==> config.mk <==
export PLATFORM = sky130hd
export DESIGN_NAME = pwm_phase_bank
export DESIGN_NICKNAME = d
export VERILOG_FILES = /design/src/rtl/pwm_pkg.sv /design/src/rtl/pwm_frame_ctr.sv /design/src/rtl/pwm_run_latch.sv /design/src/rtl/pwm_chan.sv /design/src/rtl/pwm_phase_bank.sv
export SDC_FILE = /design/constraint.sdc
export NUM_CORES = 1
export LEC_CHECK = 0
export BUFFER_PORTS_ARGS = -buffer_cell sky130_fd_sc_hd__clkbuf_2
export CAP_MARGIN = 30
export CORE_ASPECT_RATIO = 0.75
export CORE_MARGIN = 2
export CORE_UTILIZATION = 40
export CTS_CLUSTER_DIAMETER = 100
export DETAILED_ROUTE_END_ITERATION = 7
export MAX_ROUTING_LAYER = met4
export PLACE_DENSITY = 0.65
export RECOVER_POWER = 25
export SYNTH_ARGS = -nofsm -noshare
export SYNTH_HDL_FRONTEND = slang
export SYNTH_SLANG_ARGS = --single-unit
export TNS_END_PERCENT = 10
==> constraint.sdc <==
create_clock -name clk -period 3.7 [get_ports clk]
set_input_delay 0.555 -clock clk [delete_from_list [all_inputs] [get_ports clk]]
set_output_delay 0.555 -clock clk [all_outputs]
set_load 0.1 [all_outputs]
==> src/rtl/pwm_pkg.sv <==
package pwm_pkg;
  localparam int unsigned DEF_NCH   = 8;
  localparam int unsigned DEF_VAL_W = 8;
  localparam int unsigned DEF_CNT_W = 10;
endpackage

==> src/rtl/pwm_frame_ctr.sv <==
module pwm_frame_ctr #(
  parameter int unsigned CNT_W = pwm_pkg::DEF_CNT_W
) (
  input  logic clk,
  input  logic rst,
  output logic load_o
);
  localparam logic [CNT_W-1:0] LAST = {CNT_W{1'b1}};

  logic [CNT_W-1:0] cnt_q;
  logic             first_q;

  assign load_o = first_q | (cnt_q == LAST);

  always_ff @(posedge clk) begin
    if (rst) begin
      cnt_q   <= '0;
      first_q <= 1'b1;
    end else begin
      first_q <= 1'b0;
      if (load_o) cnt_q <= '0;
      else        cnt_q <= cnt_q + 1'b1;
    end
  end


  ctr_step_chk: assert property (@(posedge clk) disable iff (rst)
    !load_o |=> cnt_q == $past(cnt_q) + 1'b1);

  ctr_wrap_chk: assert property (@(posedge clk) disable iff (rst)
    load_o |=> cnt_q == '0);
endmodule

==> src/rtl/pwm_run_latch.sv <==
module pwm_run_latch (
  input  logic clk,
  input  logic rst,
  input  logic start_i,
  input  logic stop_i,
  output logic run_o
);
  always_ff @(posedge clk) begin
    if (rst)          run_o <= 1'b0;
    else if (stop_i)  run_o <= 1'b0;
    else              run_o <= run_o | start_i;
  end


  stop_wins_chk: assert property (@(posedge clk) disable iff (rst)
    stop_i |=> !run_o);

  start_set_chk: assert property (@(posedge clk) disable iff (rst)
    (start_i && !stop_i) |=> run_o);

  run_hold_chk: assert property (@(posedge clk) disable iff (rst)
    (!start_i && !stop_i) |=> run_o == $past(run_o));
endmodule

==> src/rtl/pwm_chan.sv <==
module pwm_chan #(
  parameter int unsigned VAL_W = pwm_pkg::DEF_VAL_W
) (
  input  logic             clk,
  input  logic             rst,
  input  logic             load_i,
  input  logic [VAL_W-1:0] high_i,
  input  logic [VAL_W-1:0] low_i,
  input  logic [VAL_W-1:0] off_i,
  output logic             raw_o
);
  localparam int unsigned PW = VAL_W + 1;

  logic [VAL_W-1:0] hi_q, lo_q;
  logic [PW-1:0]    ph_q;
  logic [PW-1:0]    per_q, per_in, ph_inc, off_ext;

  assign per_q   = {1'b0, hi_q} + {1'b0, lo_q};
  assign per_in  = {1'b0, high_i} + {1'b0, low_i};
  assign ph_inc  = ph_q + 1'b1;
  assign off_ext = {1'b0, off_i};

  always_ff @(posedge clk) begin
    if (rst) begin
      hi_q <= '0;
      lo_q <= '0;
      ph_q <= '0;
    end else if (load_i) begin
      hi_q <= high_i;
      lo_q <= low_i;
      ph_q <= (off_ext < per_in) ? off_ext : '0;
    end else begin
      ph_q <= (ph_inc >= per_q) ? '0 : ph_inc;
    end
  end

  assign raw_o = (ph_q < {1'b0, hi_q});


  cfg_hold_chk: assert property (@(posedge clk) disable iff (rst)
    !load_i |=> ($stable(hi_q) && $stable(lo_q)));

  phase_range_chk: assert property (@(posedge clk) disable iff (rst)
    (ph_q < per_q) || (ph_q == '0));

  zero_high_chk: assert property (@(posedge clk) disable iff (rst)
    (hi_q == '0 && !load_i) |=> !raw_o);
endmodule

==> src/rtl/pwm_phase_bank.sv <==
module pwm_phase_bank #(
  parameter int unsigned NCH   = pwm_pkg::DEF_NCH,
  parameter int unsigned VAL_W = pwm_pkg::DEF_VAL_W,
  parameter int unsigned CNT_W = pwm_pkg::DEF_CNT_W
) (
  input  logic               clk,
  input  logic               rst,
  input  logic               start_i,
  input  logic               stop_i,
  input  logic [NCH*VAL_W-1:0] high_i,
  input  logic [NCH*VAL_W-1:0] low_i,
  input  logic [NCH*VAL_W-1:0] offset_i,
  output logic [NCH-1:0]     pwm_o
);
  logic           load;
  logic           run;
  logic [NCH-1:0] raw;

  pwm_frame_ctr #(.CNT_W(CNT_W)) u_ctr (
    .clk(clk), .rst(rst), .load_o(load)
  );

  pwm_run_latch u_run (
    .clk(clk), .rst(rst), .start_i(start_i), .stop_i(stop_i), .run_o(run)
  );

  for (genvar n = 0; n < NCH; n++) begin : g_ch
    pwm_chan #(.VAL_W(VAL_W)) u_ch (
      .clk   (clk),
      .rst   (rst),
      .load_i(load),
      .high_i(high_i[n*VAL_W +: VAL_W]),
      .low_i (low_i[n*VAL_W +: VAL_W]),
      .off_i (offset_i[n*VAL_W +: VAL_W]),
      .raw_o (raw[n])
    );
  end

  always_ff @(posedge clk) begin
    if (rst) pwm_o <= '0;
    else     pwm_o <= raw & {NCH{run}};
  end


  gate_low_chk: assert property (@(posedge clk) disable iff (rst)
    !run |=> pwm_o == '0);
endmodule

==> qor.txt, run 1 <==
Status: finished with violations
Violated checks: max-capacitance violations, max-slew violations
Initial Util: 0.408
GR Overflow Total: 0
Met2 global-route usage: 0.339
Hold_sp: stop_i
Synth cell types: 52
Critical Path Source Type: register
Register-to-register setup slack: 0.36 ns
Gpl congestion: 0.897
Final setup fails: 0
Cts bufs inserted: 26
Core area: 0.0423 mm²
Total clock sinks: 220
CTS clk-pin slew, worst paths: 0.07 ns
H-tree lvl count: 1
Leakage: 9.31 nW
Slowest CP cell: fa_1
Drt first pass iters: 7
Met3 Use GR: 0.0271
Req. time, crit path: 4.19 ns
Most crowded layer after global routing: met2
Slew margin rel.: -0.977
Power density cells: 394 mW/mm²
First-pass GRT wire length: 74400 µm
Mapped Cells: 2034
Hold path depth: 2
Post-DR wirelength/cell: 16.4 µm
Share of the synthesized area in the top cell type: 0.255
CTS root buf: clkbuf_16
Final hold violations: 0
Total number of yosys warnings: 0
RR Startpoint: g_ch[0].u_ch.hi_q[0]
Multi-input gate area: 0.0120 mm²
Crit Path Category: reg -> reg
Ranking of synthesized cells by area: dfxtp_1, ha_1, nand2_1
Max IR drop VDD: 0.313 mV
Top post-synthesis cells by count: ha_1, nand2_1, dfxtp_1, a21oi_1, inv_1
Post-synth EDFFs: 0
Fin util: 0.466
Avg Vias per Cell: 5.33
GR Util met1: 0.276
IO Count: 204
DRT antenna net count: 0
Reg area: 0.00440 mm²
RSZ-0062 raised after global routing: false
Final WL: 46200 µm
Vias in the first global route: 14.7k
Min cycle time layout: 3.34 ns
CP peak stage delay: 0.41 ns
Fin crit share: 0.904
Die Area: 0.0448 mm²
Syn Std Cell Area: 0.0172 mm²
Worst-Skew Late Latency: 0.55 ns
HPWL after DPL: 37100 µm
Row count: 65
Most common cell in the netlist: ha_1
Setup crit start: g_ch[0].u_ch.hi_q[0]
Hold EP: u_run.run_o
Port Buffers: 203
#FFs+latches synth: 220
CP max FO: 8
Total negative slack: 0 ns
Global Route Usage Sum: 0.209
Clock buffer depth: 3
Layout area overhead: 14.2%
Async S/R FF share, synth: 0
Mapped Nets: 2567
Layout fillers: 4099
Iter 0 DRT Violations: 765
Initial antenna violation count: 10
Post-synthesis sequential area ratio: 0.255
CTS tree: built
HP Class: in -> reg
Max Slew Vio Count: 139
FF-to-FF path depth: 14
Crit path arrival time: 3.83 ns
Max-cap violation count: 2
Post-CTS setup buffer count: 0
Yosys top cell by area: dfxtp_1
DIE HEIGHT: 184 µm
Total number of vias: 15.0k
Fin nets: 2762
Clock skew: 0.0143 ns
CP endpoint kind: register
Crit path cell chain: ha_1 -> inv_1 -> fa_1 -> nor2b_1 -> o21ai_0 -> a21boi_0 -> o21ai_0 -> a21o_1 -> ha_1 -> a21o_1 -> a221oi_1 -> o21a_1 -> o21a_1 -> a22o_1
Least-Margin Pin Slew: 2.97 ns
Largest net degree at the start of global routing: 76
Hold Buf Count CTS: 0
DRC errors left: 0
Post-CTS sizing: 0
R2r endpoint: g_ch[0].u_ch.ph_q[4]
Share of layout cells above drive strength 1: 0.120
Die width: 244 µm
Syn avg cell area: 8.48 µm²
Top FF cell, synth: dfxtp_1
F_max: 0.299 GHz
==> critical path: cells and delay by family, from the launching register on <==
kind	cells	cell delay, ns
DFF	1	0.38
buffers and inverters	1	0.06
adders and majority gates	3	0.88
and+or+nand+nor	1	0.12
AOI/OAI and AO/OA	9	1.83
==> metrics by stage <==
step	hold slack, ns	cells	power (W)	setup WS, ns	cell area (µm²)
3_3_place_gp	0.445	2770	0.00484	0.397	18800
3_5_place_dp	0.447	2770	0.00495	0.273	18800
6_report	0.180	2824	0.00776	0.356	19700
5_1_grt	0.151	2821	0.00827	0.0846	19700
2_1_floorplan	0.425	2034	0.00432	0.714	17200
4_1_cts	0.150	2817	0.00784	0.383	19700
==> kinds of logic (layout without fill, tap and decap cells) <==
logic type,Yosys count,in the layout,share of synthesized area
XOR/XNOR,148,148,0.0752
buffers and inverters,177,391,0.0461
AO/OA/AOI/OAI,522,522,0.206
AND/OR/NAND/NOR,630,630,0.166
flip-flops,220,220,0.255
adder cells (fa/ha/maj),337,337,0.251
other,0,7,0
==> cell usage in the layout (no fill, tap or decap), types with 8 or more instances in the layout <==
cell	count
and3_1	37
a221oi_1	14
o2bb2ai_1	15
o21ai_0	69
o21a_1	29
nand4_1	11
a21oi_1	181
and2_1	8
clkbuf_8	8
fa_1	16
a211o_1	8
inv_1	130
ha_1	321
nand2_1	308
nor3_1	43
clkbuf_16	27
a31oi_4	8
a211oi_1	11
xor2_1	74
dfxtp_1	220
a31oi_1	18
or2_2	13
xnor2_1	74
clkbuf_1	16
nor2_1	68
o211ai_1	10
clkbuf_2	196
nand3_1	81
nor2b_1	10
a22o_1	52
a21o_1	69
a2111oi_0	8
nand2b_1	40
==> final cells by class <==
cell class                 count  area share
clock inverter                 7     0.00737
sequential                   220       0.224
tap                          569      0.0362
timing repair buffer         214      0.0546
inverter                     130      0.0248
multi-input combinational   1637       0.612
antenna                        7    0.000890
clock buffer                  40      0.0409
==> worst max path at each step <==
stage / endpoint / slack (ns) / depth (start not counted)
detailed placement: g_ch[7].u_ch.ph_q[7] / 0.27 / 12
CTS: g_ch[0].u_ch.ph_q[5] / 0.38 / 14
global placement: g_ch[5].u_ch.ph_q[0] / 0.40 / 14
floorplan: g_ch[2].u_ch.ph_q[1] / 0.71 / 13
global route: u_ctr.cnt_q[8] / 0.08 / 7
finish: g_ch[0].u_ch.ph_q[4] / 0.36 / 14
==> flip-flops by register name (all words and copies together) (netlist names) <==
name / cells
g_ch.u_ch.ph_q: 72
g_ch.u_ch.hi_q: 64
g_ch.u_ch.lo_q: 64
u_ctr.cnt_q: 10
pwm_o: 8
u_ctr.first_q: 1
u_run.run_o: 1
==> metal layers <==
metal / vias up / routed length (µm)
li1: 7665 / -
met1: 6980 / 22400
met2: 333 / 20700
met3: 65 / 2080
met4: 0 / 1060
met5: - / 0
==> report_power, final <==
part | internal (W) | switching, W
logic | 0.000995 | 0.00120
clock network | 0.00177 | 0.00108
registers | 0.00254 | 0.000180
No activity file was read; power rests on OpenSTA's default activity.
==> run 2, diff against run 1 <==
- BUFFER_PORTS_ARGS: -buffer_cell sky130_fd_sc_hd__clkbuf_2 -> -buffer_cell sky130_fd_sc_hd__buf_2
- CELL_PAD_IN_SITES_DETAIL_PLACEMENT: default -> 0
- CELL_PAD_IN_SITES_GLOBAL_PLACEMENT: default -> 1
- PLACE_DENSITY: 0.65 -> 0.81
==> run 2 against run 1 <==
- combinational power barely moved
- clock-buffer cell count fell by 6
- non-clock buffer count fell by 4
- hold slack got worse by 0.0037 ns
- fmax fell by 1.4%
- clock skew fell by 0.0023 ns
- largest power group is now registers
- die area did not move
- critical path depth did not move
- sequential share of layout area rose by 0.14 points
- the run still ends with max-capacitance violations, max-slew violations left
- first-iteration DRC count fell by 6.8%
- critical endpoint is now g_ch[3].u_ch.ph_q[5]
==> qor.txt, run 2 (synthesis gave the netlist of run 1 again) <==
Final WL: 45500 µm (-1.6%)
CP endpoint kind: register
RSZ-0062 raised after global routing: false
Crit path arrival time: 3.87 ns (+0.04 ns)
Top flop regs: g_ch.u_ch.ph_q x72, g_ch.u_ch.hi_q x64, g_ch.u_ch.lo_q x64
CTS clk-pin slew, worst paths: 0.06 ns (about the same)
GR Overflow Total: 0 (unchanged)
Max-cap violation count: 2 (unchanged)
Final hold violations: 0 (unchanged)
Cts bufs inserted: 25 (-3.8%)
P_int: 0.00510 W (-3.7%)
DIE HEIGHT: 184 µm (unchanged)
F_max: 0.295 GHz (-1.4%)
DRC errors left: 0 (unchanged)
Commonest non-fill, non-tap cell in the layout: ha_1
Power density cells: 384 mW/mm² (-2.7%)
Seq pwr share: 0.361 (+0.011)
Least-Margin Pin Slew: 3.17 ns (+0.205 ns)
WHS: 0.177 ns (-0.00373 ns)
Post-DR wirelength/cell: 16.2 µm (-1.2%)
DRT antenna net count: 0 (unchanged)
First-pass GRT wire length: 73900 µm (-0.64%)
Clock skew: 0.0120 ns (-0.00227 ns)
Worst-Skew Late Latency: 0.54 ns (about the same)
Leakage: 9.20 nW (-1.1%)
Hold Buf Count CTS: 0 (unchanged)
CTS root buf: clkbuf_16
Drt first pass iters: 5 (-2)
Max Slew Vio Count: 269 (+94%)
Sw Share: 0.320 (+0.00297)
Total negative slack: 0 ns (unchanged)
Comb pwr share: 0.293 (+0.010)
Placed cell area: 0.0188 mm² (about the same)
Initial Util: 0.408 (unchanged)
Max IR drop VDD: 0.318 mV (+1.6%)
Vias in the first global route: 14.7k (-0.13%)
CTS tree: built
Gpl congestion: 0.874 (-2.6%)
Port Buffers: 203 (unchanged)
Clk network pwr share: 0.346 (-0.022)
Post-CTS sizing: 0 (unchanged)
Min cycle time layout: 3.39 ns (+0.0481 ns)
Die width: 244 µm (unchanged)
Core area: 0.0423 mm² (unchanged)
Fin nets: 2757 (-0.18%)
Crit Path Category: reg -> reg
Largest net degree at the start of global routing: 138 (+82%)
Clock buffer depth: 3 (unchanged)
Fin crit share: 0.917 (+0.0130)
Max reg flops: 72 (unchanged)
H-tree lvl count: 1 (unchanged)
Total number of vias: 14.9k (-1.2%)
Avg Vias per Cell: 5.28 (-0.80%)
Initial antenna violation count: 10 (unchanged)
HPWL after DPL: 35600 µm (-3.9%)
Layout area overhead: 13.5%
Violated checks: max-capacitance violations, max-slew violations
Req. time, crit path: 4.18 ns (about the same)
Final Cell Area: 0.0196 mm² (-0.63%)
Top reg by flops: g_ch.u_ch.ph_q
Critical Path Source Type: register
Slew margin rel.: -1.11 (-0.137)
Share of layout cells above drive strength 1: 0.118 (-0.00125)
Commonest non-fill, non-tap cells in the layout: ha_1, nand2_1, dfxtp_1
Row count: 65 (unchanged)
Global Route Usage Sum: 0.206 (-0.00228)
Die Area: 0.0448 mm² (unchanged)
Iter 0 DRT Violations: 713 (-6.8%)
Total clock sinks: 220 (unchanged)
Final setup fails: 0 (unchanged)
Status: finished with violations
CP max FO: 9 (+1)
IO Count: 204 (unchanged)
Post-CTS setup buffer count: 0 (unchanged)
HP Class: in -> reg
Psw: 0.00240 W (-2.4%)
==> run 2: worst paths after layout <==
| path | start | end | slack (ns) | depth (start not counted) |
|---|---|---|---|---|
| hold reg to reg | g_ch[5].u_ch.ph_q[8] | pwm_o[5] | 0.45 | 1 |
| hold / removal | stop_i | u_run.run_o | 0.18 | 2 |
| setup reg to reg | g_ch[3].u_ch.hi_q[0] | g_ch[3].u_ch.ph_q[5] | 0.31 | 14 |
| setup / recovery | g_ch[3].u_ch.hi_q[0] | g_ch[3].u_ch.ph_q[5] | 0.31 | 14 |
==> run 2: per-layer routing <==
metal / global-route usage / share of wire
met5: - / 0
met4: 0.0493 / 0.023
met3: 0.0325 / 0.045
met2: 0.325 / 0.43
met1: 0.277 / 0.50
==> run 2: stage by stage <==
step	std cells	setup WS, ns	power [W]	utilization
after floorplan	2034	0.714	0.00432	-
after global placement	2766	0.373	0.00486	0.444
after detailed placement	2766	0.262	0.00494	0.444
after CTS	2807	0.334	0.00758	0.463
after global routing	2812	0.0445	0.00800	0.463
final	2813	0.308	0.00751	0.463
==> run 2: power groups by stage <==
stage / registers, W / logic (W) / clock network (W)
final: 0.00271 / 0.00220 / 0.00260
after global routing: 0.00274 / 0.00251 / 0.00276
after CTS: 0.00271 / 0.00220 / 0.00267
after detailed placement: 0.00276 / 0.00218 / 0
after global placement: 0.00276 / 0.00210 / 0
after floorplan: 0.00273 / 0.00158 / 0
==> run 2: area by class of cell <==
cell class	instances	area, µm²
clock buffer	34	729
inverter	130	488
sequential	220	4400
multi-input combinational	1637	12000
timing repair buffer	210	1060
antenna	6	15.0
clock inverter	7	115
tap	569	712
fill	4171	22700
==> run 2: worst max-delay path: stages, from the launching register on <==
cell       delay (ns)
dfxtp_1          0.36
ha_1             0.18
inv_1            0.05
fa_1             0.40
nor2b_1          0.13
o21a_1           0.14
o21a_1           0.16
o21ai_0          0.12
o2bb2ai_1        0.15
ha_1             0.29
a21o_1           0.18
a221o_1          0.33
a41oi_1          0.22
o21a_1           0.39
a22o_1           0.21
==> run 3, diff against run 2 <==
- BUFFER_PORTS_ARGS: -buffer_cell sky130_fd_sc_hd__buf_2 -> -buffer_cell sky130_fd_sc_hd__buf_4
==> run 3 against run 2 <==
- the run still ends with max-capacitance violations, max-slew violations left
- clock-buffer cell count unchanged
- sequential share of layout area decreased by 0.54 points
- clock skew decreased by 0.0015 ns
- register-to-register slack about the same
- non-clock buffer count increased by 1
- combinational power increased by 2%
- clock power decreased by 3%
- hold slack improved by 0.0063 ns
- critical endpoint is now g_ch[6].u_ch.ph_q[1]
- highest routed layer unchanged
==> qor.txt, run 3 (synthesis gave the netlist of run 1 again) <==
Cts bufs inserted: 25 (unchanged)
Layout area overhead: 16.2%
Slew margin rel.: -1.09 (+0.0265)
Post-CTS sizing: 0 (unchanged)
Max IR drop VDD: 0.286 mV (-9.9%)
Finished Layout Cells: 2813 (unchanged)
Global Route Usage Sum: 0.209 (+0.00266)
Avg Vias per Cell: 5.30 (+0.22%)
Hold Buf Count CTS: 0 (unchanged)
Total number of vias: 14.9k (+0.22%)
Power density cells: 374 mW/mm² (-2.5%)
RSZ-0062 raised after global routing: false
Req. time, crit path: 4.18 ns (about the same)
Vias in the first global route: 14.9k (+1.7%)
HP Class: in -> reg
Status: finished with violations
Initial antenna violation count: 3 (-7)
Drt first pass iters: 5 (unchanged)
Crit path arrival time: 3.88 ns (about the same)
Least-Margin Pin Slew: 3.13 ns (-0.0398 ns)
CP endpoint kind: register
DRT antenna net count: 0 (unchanged)
Commonest non-fill, non-tap cells in the layout: ha_1, nand2_1, dfxtp_1
Violated checks: max-capacitance violations, max-slew violations
Worst-Skew Late Latency: 0.54 ns (about the same)
Total clock sinks: 220 (unchanged)
Die Area: 0.0448 mm² (unchanged)
Max reg flops: 72 (unchanged)
DRC errors left: 0 (unchanged)
DIE HEIGHT: 184 µm (unchanged)
Initial Util: 0.408 (unchanged)
Clock skew: 0.0105 ns (-0.00151 ns)
Core area: 0.0423 mm² (unchanged)
CTS tree: built
CTS root buf: clkbuf_16
Max-cap violation count: 2 (unchanged)
Fin util: 0.474 (+0.0113)
Port Buffers: 203 (unchanged)
Die width: 244 µm (unchanged)
Crit Path Category: reg -> reg
H-tree lvl count: 1 (unchanged)
Post-DR wirelength/cell: 16.3 µm (+0.59%)
Fin nets: 2758 (+0.036%)
CTS clk-pin slew, worst paths: 0.06 ns (about the same)
CP max FO: 9 (unchanged)
Gpl congestion: 0.866 (-0.95%)
Critical Path Source Type: register
IO Count: 204 (unchanged)
Fin crit share: 0.919 (+0.00206)
GR Overflow Total: 0 (unchanged)
Final WL: 45700 µm (+0.59%)
Largest net degree at the start of global routing: 138 (unchanged)
Commonest non-fill, non-tap cell in the layout: ha_1
Top reg by flops: g_ch.u_ch.ph_q
Iter 0 DRT Violations: 727 (+2.0%)
Final hold violations: 0 (unchanged)
Max Slew Vio Count: 269 (unchanged)
F_max: 0.294 GHz (-0.22%)
Total negative slack: 0 ns (unchanged)
Final setup fails: 0 (unchanged)
Top flop regs: g_ch.u_ch.ph_q x72, g_ch.u_ch.hi_q x64, g_ch.u_ch.lo_q x64
Share of layout cells above drive strength 1: 0.120 (+0.00118)
Post-CTS setup buffer count: 0 (unchanged)
Clock buffer depth: 3 (unchanged)
Row count: 65 (unchanged)
Min cycle time layout: 3.40 ns (+0.00762 ns)
First-pass GRT wire length: 74900 µm (+1.3%)
Placed cells: 2767 (+0.036%)
Leakage: 9.37 nW (+1.8%)
HPWL after DPL: 36200 µm (+1.8%)
run 3: cell count changes in the layout (fill, tap and decap cells not counted), sizes merged:
| cell | before | now |
|---|---|---|
| diode | 6 | 3 |
| clkinv | 2 | 4 |
| buf | 199 | 200 |
| bufinv | 3 | 2 |
| inv | 130 | 131 |
run 3: cell type report:
class	instances	area, µm²
clock inverter	9	108
inverter	130	488
sequential	220	4400
clock buffer	34	719
multi-input combinational	1637	12100
fill	4173	22200
antenna	3	7.51
tap	569	712
timing repair buffer	211	1550
run 3: worst paths after layout:
path | start | end | slack, ns | depth (start not counted)
setup / recovery | g_ch[6].u_ch.hi_q[0] | g_ch[6].u_ch.ph_q[1] | 0.30 | 14
hold / removal | stop_i | u_run.run_o | 0.18 | 2
setup reg to reg | g_ch[6].u_ch.hi_q[0] | g_ch[6].u_ch.ph_q[1] | 0.30 | 14
hold reg to reg | g_ch[0].u_ch.lo_q[3] | g_ch[0].u_ch.lo_q[3] | 0.46 | 2
run 3: power breakdown:
part | internal (W) | switching [W] | total (W) | leakage, nW
combinational | 0.00106 | 0.00120 | 0.00225 | 7.16
clock | 0.00150 | 0.00104 | 0.00253 | 0.404
sequential | 0.00254 | 0.000179 | 0.00271 | 1.81
total | 0.00509 | 0.00241 | 0.00750 | 9.37
run 3: metal layers:
metal,track usage,up-vias,part of all wire
met5,-,-,0
met4,0.0437,0,0.020
met3,0.0298,68,0.046
met2,0.338,293,0.44
met1,0.278,6885,0.49
li1,-,7651,-
run 3: worst max-delay path: stages (launching register included):
cell,delay (ns)
dfxtp_1,0.35
ha_1,0.17
inv_1,0.05
fa_1,0.40
nor2b_1,0.13
o21ai_0,0.12
a21oi_1,0.25
o21ai_0,0.15
a211o_1,0.29
ha_1,0.30
nand4_1,0.12
nor2_1,0.07
nor3_1,0.19
nand4_1,0.38
a2bb2o_1,0.37
run 3: per-stage QoR:
step           worst slack (ns)  hold slack (ns)  total power [W]  cell area (µm²)
6_report                  0.300            0.183          0.00750            20000
5_1_grt                  0.0751            0.156          0.00801            20000
4_1_cts                   0.315            0.156          0.00759            20100
3_5_place_dp              0.255            0.450          0.00501            19300
3_3_place_gp              0.354            0.441          0.00492            19300
2_1_floorplan             0.714            0.425          0.00432            17200
